**src/rtl/irq_pkg.sv**
```systemverilog
package irq_pkg;

  typedef enum logic {
    ST_IDLE,
    ST_WAIT
  } seq_st_e;

  localparam logic [3:0] VEC_NONE = 4'h0;
  localparam logic [3:0] VEC_TRAP = 4'hF;

  // source index n_irq is the trap, lower indices are interrupt pins
  function automatic logic [3:0] src_code(input int idx, input int n_irq);
    if (idx == n_irq) return VEC_TRAP;
    return 4'(idx + 1);
  endfunction

endpackage

```
**src/rtl/irq_sync.sv**
```systemverilog
module irq_sync #(
  parameter int N      = 5,
  parameter int STAGES = 2
) (
  input  logic         clk_i,
  input  logic         rst_ni,
  input  logic [N-1:0] pin_i,
  output logic [N-1:0] rise_o
);

  for (genvar g = 0; g < N; g++) begin : g_pin
    logic [STAGES:0] chain;

    always_ff @(negedge clk_i or negedge rst_ni) begin
      if (!rst_ni) chain <= '0;
      else         chain <= {chain[STAGES-1:0], pin_i[g]};
    end

    // high for one full cycle, straddling exactly one rising edge
    assign rise_o[g] = chain[STAGES-1] & ~chain[STAGES];
  end

endmodule

```
**src/rtl/irq_pend_arb.sv**
```systemverilog
module irq_pend_arb #(
  parameter int N     = 4,
  parameter int IDX_W = $clog2(N + 1)
) (
  input  logic             clk_i,
  input  logic             rst_ni,
  input  logic [N:0]       rise_i,
  input  logic [N:0]       clr_i,
  input  logic [N-1:0]     en_i,
  output logic             elig_o,
  output logic [IDX_W-1:0] win_o,
  output logic             trap_pend_o
);

  logic [N:0] pend_q;

  always_ff @(posedge clk_i or negedge rst_ni) begin
    if (!rst_ni) pend_q <= '0;
    else         pend_q <= (pend_q & ~clr_i) | rise_i;
  end

  always_comb begin
    win_o  = '0;
    elig_o = pend_q[N] | (|(pend_q[N-1:0] & en_i));
    for (int i = N - 1; i >= 0; i--) begin
      if (pend_q[i] && en_i[i]) win_o = IDX_W'(i);
    end
    if (pend_q[N]) win_o = IDX_W'(N);
  end

  assign trap_pend_o = pend_q[N];

endmodule

```
**src/rtl/irq_seq.sv**
```systemverilog
module irq_seq
  import irq_pkg::*;
#(
  parameter int          N          = 4,
  parameter int          MIN_LAT    = 4,
  parameter int          ADDR_W     = 16,
  parameter int unsigned VEC_BASE   = 0,
  parameter int unsigned VEC_STRIDE = 4,
  parameter int          IDX_W      = $clog2(N + 1)
) (
  input  logic              clk_i,
  input  logic              rst_ni,
  input  logic              elig_i,
  input  logic [IDX_W-1:0]  win_i,
  input  logic              trap_pend_i,
  input  logic [N-1:0]      en_i,
  input  logic              rdy_i,
  output logic [N:0]        clr_o,
  output logic              br_req_o,
  output logic [ADDR_W-1:0] br_addr_o,
  output logic [3:0]        vec_o,
  output logic              iack_o
);

  // two of the minimum latency cycles are spent in pending and selection
  localparam int LAT_WAIT = MIN_LAT - 2;
  localparam int LAT_W    = $clog2(LAT_WAIT + 1);

  seq_st_e          st_q;
  logic [IDX_W-1:0] sel_q;
  logic [LAT_W-1:0] lat_q;
  logic             sel_is_trap, sel_en, lat_done;
  logic             preempt, abort, fire;
  logic [3:0]       code;

  assign sel_is_trap = (sel_q == IDX_W'(N));
  assign lat_done    = (lat_q == LAT_W'(LAT_WAIT));

  always_comb begin
    sel_en = 1'b0;
    for (int i = 0; i < N; i++) begin
      if (sel_q == IDX_W'(i)) sel_en = en_i[i];
    end
  end

  assign preempt = (st_q == ST_WAIT) && !sel_is_trap && trap_pend_i;
  assign abort   = (st_q == ST_WAIT) && !preempt && !sel_is_trap && !sel_en;
  assign fire    = (st_q == ST_WAIT) && !preempt && !abort && lat_done && rdy_i;
  assign code    = src_code(int'(sel_q), N);

  always_comb begin
    clr_o = '0;
    for (int i = 0; i <= N; i++) begin
      if (fire && sel_q == IDX_W'(i)) clr_o[i] = 1'b1;
    end
  end

  always_ff @(posedge clk_i or negedge rst_ni) begin
    if (!rst_ni) begin
      st_q  <= ST_IDLE;
      sel_q <= '0;
      lat_q <= '0;
    end else begin
      unique case (st_q)
        ST_IDLE: begin
          if (elig_i) begin
            st_q  <= ST_WAIT;
            sel_q <= win_i;
            lat_q <= '0;
          end
        end
        ST_WAIT: begin
          if (preempt) begin
            sel_q <= IDX_W'(N);
            lat_q <= '0;
          end else if (abort || fire) begin
            st_q <= ST_IDLE;
          end else if (!lat_done) begin
            lat_q <= lat_q + LAT_W'(1);
          end
        end
        default: st_q <= ST_IDLE;
      endcase
    end
  end

  always_ff @(posedge clk_i or negedge rst_ni) begin
    if (!rst_ni) begin
      iack_o    <= 1'b0;
      br_req_o  <= 1'b0;
      vec_o     <= VEC_NONE;
      br_addr_o <= '0;
    end else begin
      iack_o    <= fire;
      br_req_o  <= fire;
      vec_o     <= fire ? code : VEC_NONE;
      br_addr_o <= fire ? ADDR_W'(VEC_BASE) + ADDR_W'(code) * ADDR_W'(VEC_STRIDE) : '0;
    end
  end

endmodule

```
**src/rtl/irq_trap_ctrl.sv**
```systemverilog
module irq_trap_ctrl #(
  parameter int          N_IRQ       = 4,
  parameter int          SYNC_STAGES = 2,
  parameter int          MIN_LAT     = 4,
  parameter int          ADDR_W      = 16,
  parameter int unsigned VEC_BASE    = 0,
  parameter int unsigned VEC_STRIDE  = 4
) (
  input  logic              clk_i,
  input  logic              rst_ni,
  input  logic [N_IRQ-1:0]  irq_i,
  input  logic              trap_i,
  input  logic [N_IRQ-1:0]  irq_en_i,
  input  logic              core_rdy_i,
  output logic              br_req_o,
  output logic [ADDR_W-1:0] br_addr_o,
  output logic [3:0]        vec_o,
  output logic              iack_o
);

  localparam int IDX_W = $clog2(N_IRQ + 1);

  logic [N_IRQ:0]   rise, clr;
  logic             elig, trap_pend;
  logic [IDX_W-1:0] win;

  irq_sync #(.N(N_IRQ + 1), .STAGES(SYNC_STAGES)) u_sync (
    .clk_i  (clk_i),
    .rst_ni (rst_ni),
    .pin_i  ({trap_i, irq_i}),
    .rise_o (rise)
  );

  irq_pend_arb #(.N(N_IRQ), .IDX_W(IDX_W)) u_arb (
    .clk_i       (clk_i),
    .rst_ni      (rst_ni),
    .rise_i      (rise),
    .clr_i       (clr),
    .en_i        (irq_en_i),
    .elig_o      (elig),
    .win_o       (win),
    .trap_pend_o (trap_pend)
  );

  irq_seq #(
    .N(N_IRQ), .MIN_LAT(MIN_LAT), .ADDR_W(ADDR_W),
    .VEC_BASE(VEC_BASE), .VEC_STRIDE(VEC_STRIDE), .IDX_W(IDX_W)
  ) u_seq (
    .clk_i       (clk_i),
    .rst_ni      (rst_ni),
    .elig_i      (elig),
    .win_i       (win),
    .trap_pend_i (trap_pend),
    .en_i        (irq_en_i),
    .rdy_i       (core_rdy_i),
    .clr_o       (clr),
    .br_req_o    (br_req_o),
    .br_addr_o   (br_addr_o),
    .vec_o       (vec_o),
    .iack_o      (iack_o)
  );

endmodule

```
**config.mk**
```make
export PLATFORM = sky130hd
export DESIGN_NAME = irq_trap_ctrl
export DESIGN_NICKNAME = d
export VERILOG_FILES = /design/src/rtl/irq_pkg.sv /design/src/rtl/irq_sync.sv /design/src/rtl/irq_pend_arb.sv /design/src/rtl/irq_seq.sv /design/src/rtl/irq_trap_ctrl.sv
export SDC_FILE = /design/constraint.sdc
export NUM_CORES = 1
export LEC_CHECK = 0
export ABC_AREA = 1
export ABC_CLOCK_PERIOD_IN_PS = 1800
export BUFFER_PORTS_ARGS = -buffer_cell sky130_fd_sc_hd__buf_2
export CORE_AREA = 4 4 68 51
export CTS_CLUSTER_SIZE = 24
export DETAILED_ROUTE_END_ITERATION = 8
export DIE_AREA = 0 0 72 55
export GPL_ROUTABILITY_DRIVEN = 0
export HOLD_SLACK_MARGIN = 0.05
export PLACE_DENSITY_LB_ADDON = 0.05
export SLEW_MARGIN = 10
export SYNTH_ARGS = -nofsm -noshare
export SYNTH_HDL_FRONTEND = slang
export SYNTH_SLANG_ARGS = --single-unit
```
**constraint.sdc**
```tcl
create_clock -name clk_i -period 1.8 [get_ports clk_i]
set_input_delay 0.27 -clock clk_i [delete_from_list [all_inputs] [get_ports clk_i]]
set_output_delay 0.27 -clock clk_i [all_outputs]
set_load 0.01 [all_outputs]
```
==> run metrics <==
register area=775.7 um^2; Yosys top cell area share=0.2795; vias in the first global route=919; final worst path period share=0.9082; Inserted Clock Buffers=5; die outline width=72 um; number of antenna violations at the first check in global routing=0; Hold WC Path Type=flip-flop to flip-flop; hold path depth=0; pwr dens=1224 mW/mm^2; nets=196; Initial Util=0.5186; asr flop ratio synth=1.000; # setup viols final=0; synth warn=0; Final Max Tran Viols=0; Leakage=0.9247 nW; cell area after synthesis=0.001433 mm^2; drt first pass iters=4; die area=0.003960 mm^2; area delta synth->final=11.53%; Vias=973; EDFF count, synth=0; setup TNS=0 ns; Total Wirelength=2356 um; Max-Cap Viols=0; n_diodes=0; GRT overflow=0; Worst EP arrival=1.80 ns; clk_lat worst skew=0.28 ns; VDD IR max=0.6412 mV; Core ar.=around 0.0028 mm^2; I/O pins=34; startpoint class of the critical path=flip-flop; CP endpoint kind=flip-flop; Setup Skew=between 0.01 and 0.015 ns; Synth area leader=dfrtp_1; row count=16; wire per inst=10.96 um; Post-Syn Instances=between 150 and 200; vias per cell=about 4.5; Setup CP Type=flip-flop to flip-flop; RSZ-0062 raised after global routing=false; Tot GR Track Use=0.1414; CTS tree=built; Min Clock Period, post-route=1.635 ns; Hold Vio Cnt, Final=0; FMAX=between 0.6 and 0.7 GHz; DRC viols=0; status=completed; drt initial violations=80; hold slack=0.2946 ns; Clock transition at path regs=~0.060 ns; area occupied by multi-input gates=approximately 480 um^2; remaining antenna violation count=0; top post-synthesis cells by count=nand2_1 (38), inv_1 (23), buf_4 (17); register area share after synthesis=0.5415; Post-DP HPWL=approximately 1800 um; Die Y=around 55 um; Worst Path Required=1.97 ns; clk root buf=clkbuf_8; clk sinks=31; worst r2r path cells=11; H-Tree Depth=2; CTS Buffer Depth=2; predominant post-synthesis flop cell=dfrtp_1; synthesized flop and latch total=31; largest net degree at the start of global routing=23; first-pass GRT wire length=4022 um; most instantiated library cell after synthesis=nand2_1; I/O Buffers=21; worst-path maximum fanout=8; syn avg cell area=9.303 um^2; distinct cell type count after synthesis=19; layout cell share with drive strength beyond 1=0.2179; synth top area cells=dfrtp_1 (28%), dfrtn_1 (26%), nand2_1 (10%); Fill cells=between 200 and 250
## critical path: stages (launching register included)
cell and delay [ns]:
dfrtp_1 0.43, inv_1 0.13, ha_1 0.16, inv_1 0.05
nor2_1 0.18, inv_1 0.06, nand3_1 0.09, nand2_2 0.08
nand2_4 0.11, nand3_1 0.11, nand2_1 0.08, nand2_1 0.04
## cell usage in the layout, fill, tap and decap left out
cell and n:
a21oi_1 5, nand3_1 9, buf_2 21, clkbuf_8 5, nand3_2 1, o21ai_0 2
nand2_2 3, inv_2 1, inv_1 23, conb_1 12, dfrtp_1 16, o22ai_1 1
nand2_4 3, inv_4 1, buf_4 1, dlygate4sd3_1 1, clkbuf_1 1, clkinv_2 1
nand4_1 3, nor2_4 1, nor2_1 8, nand2_1 38, o21ai_2 1, dfrtn_1 15
ha_1 6
## state kept, by name, indices dropped and copies added, names as in the netlist
register / flops
u_seq.lat_q: 2
u_seq.br_addr_o: 4
u_seq.br_req_o: 1
u_arb.pend_q: 5
u_seq.sel_q: 3
u_sync.g_pin.chain: 15
u_seq.st_q: 1
## worst paths after layout
kind	end	startpoint	slack, ns
worst max-delay path	u_arb.pend_q[2]	u_seq.sel_q[0]	0.17
worst min-delay path	u_sync.g_pin[0].chain[1]	u_sync.g_pin[0].chain[0]	0.29
worst max register to register	u_arb.pend_q[2]	u_seq.sel_q[0]	0.17
worst min register to register	u_sync.g_pin[0].chain[1]	u_sync.g_pin[0].chain[0]	0.29
max in group asynchronous	u_sync.g_pin[4].chain[2]	rst_ni	0.20
min in group asynchronous	u_seq.st_q	rst_ni	0.48
## metal layers
layer  GRT usage  up-vias  part of all wire
met5           0        -                 0
li1            -      489                 -
met3     0.05957        4             0.092
met2      0.2302       39              0.44
met4     0.07813        0             0.014
met1      0.1614      441              0.45
## power by group
group	leakage (nW)	switching (mW)	internal, mW
clock network	0.0455	0.259	0.271
registers	0.363	0.0696	0.781
logic	0.516	0.376	0.200
## cell families (layout without fill, tap and decap cells)
family / count (synthesis) / count (layout) / share of synthesized area
compound gates: 9 / 9 / 0.03494
other cells: 1 / 12 / 0.002618
buf+inv: 41 / 55 / 0.1520
fa+ha+maj: 6 / 6 / 0.05240
simple gates: 66 / 66 / 0.2166
flops: 31 / 31 / 0.5415
## stage by stage
stage | utilization | cell area (um^2) | instances | setup WS [ns] | power (mW)
floorplan | - | 1474 | 165 | 0.2973 | 1.332
global placement | 0.5444 | 1504 | 206 | 0.2495 | 1.423
detailed placement | 0.5444 | 1504 | 206 | 0.2061 | 1.435
CTS | 0.5784 | 1598 | 215 | 0.1695 | 1.974
global route | 0.5784 | 1598 | 215 | 0.02575 | 2.108
finish | 0.5784 | 1598 | 215 | 0.1652 | 1.956
## cell type report
class                      instances  share of cell area
sequential                        31              0.4855
multi-input combinational         93              0.3007
timing repair buffer              23             0.07674
inverter                          24             0.05638
clock buffer                       6             0.04542
tap                               36             0.02819
clock inverter                     2            0.007048
## repair_timing
item / 4_1_cts / 5_1_grt
buffers inserted: 0 / 0
resized for setup: 0 / 0
endpoints found under the hold margin: 6 / 0
hold buffers: 1 / 0
(Power assumes the default switching activity.)
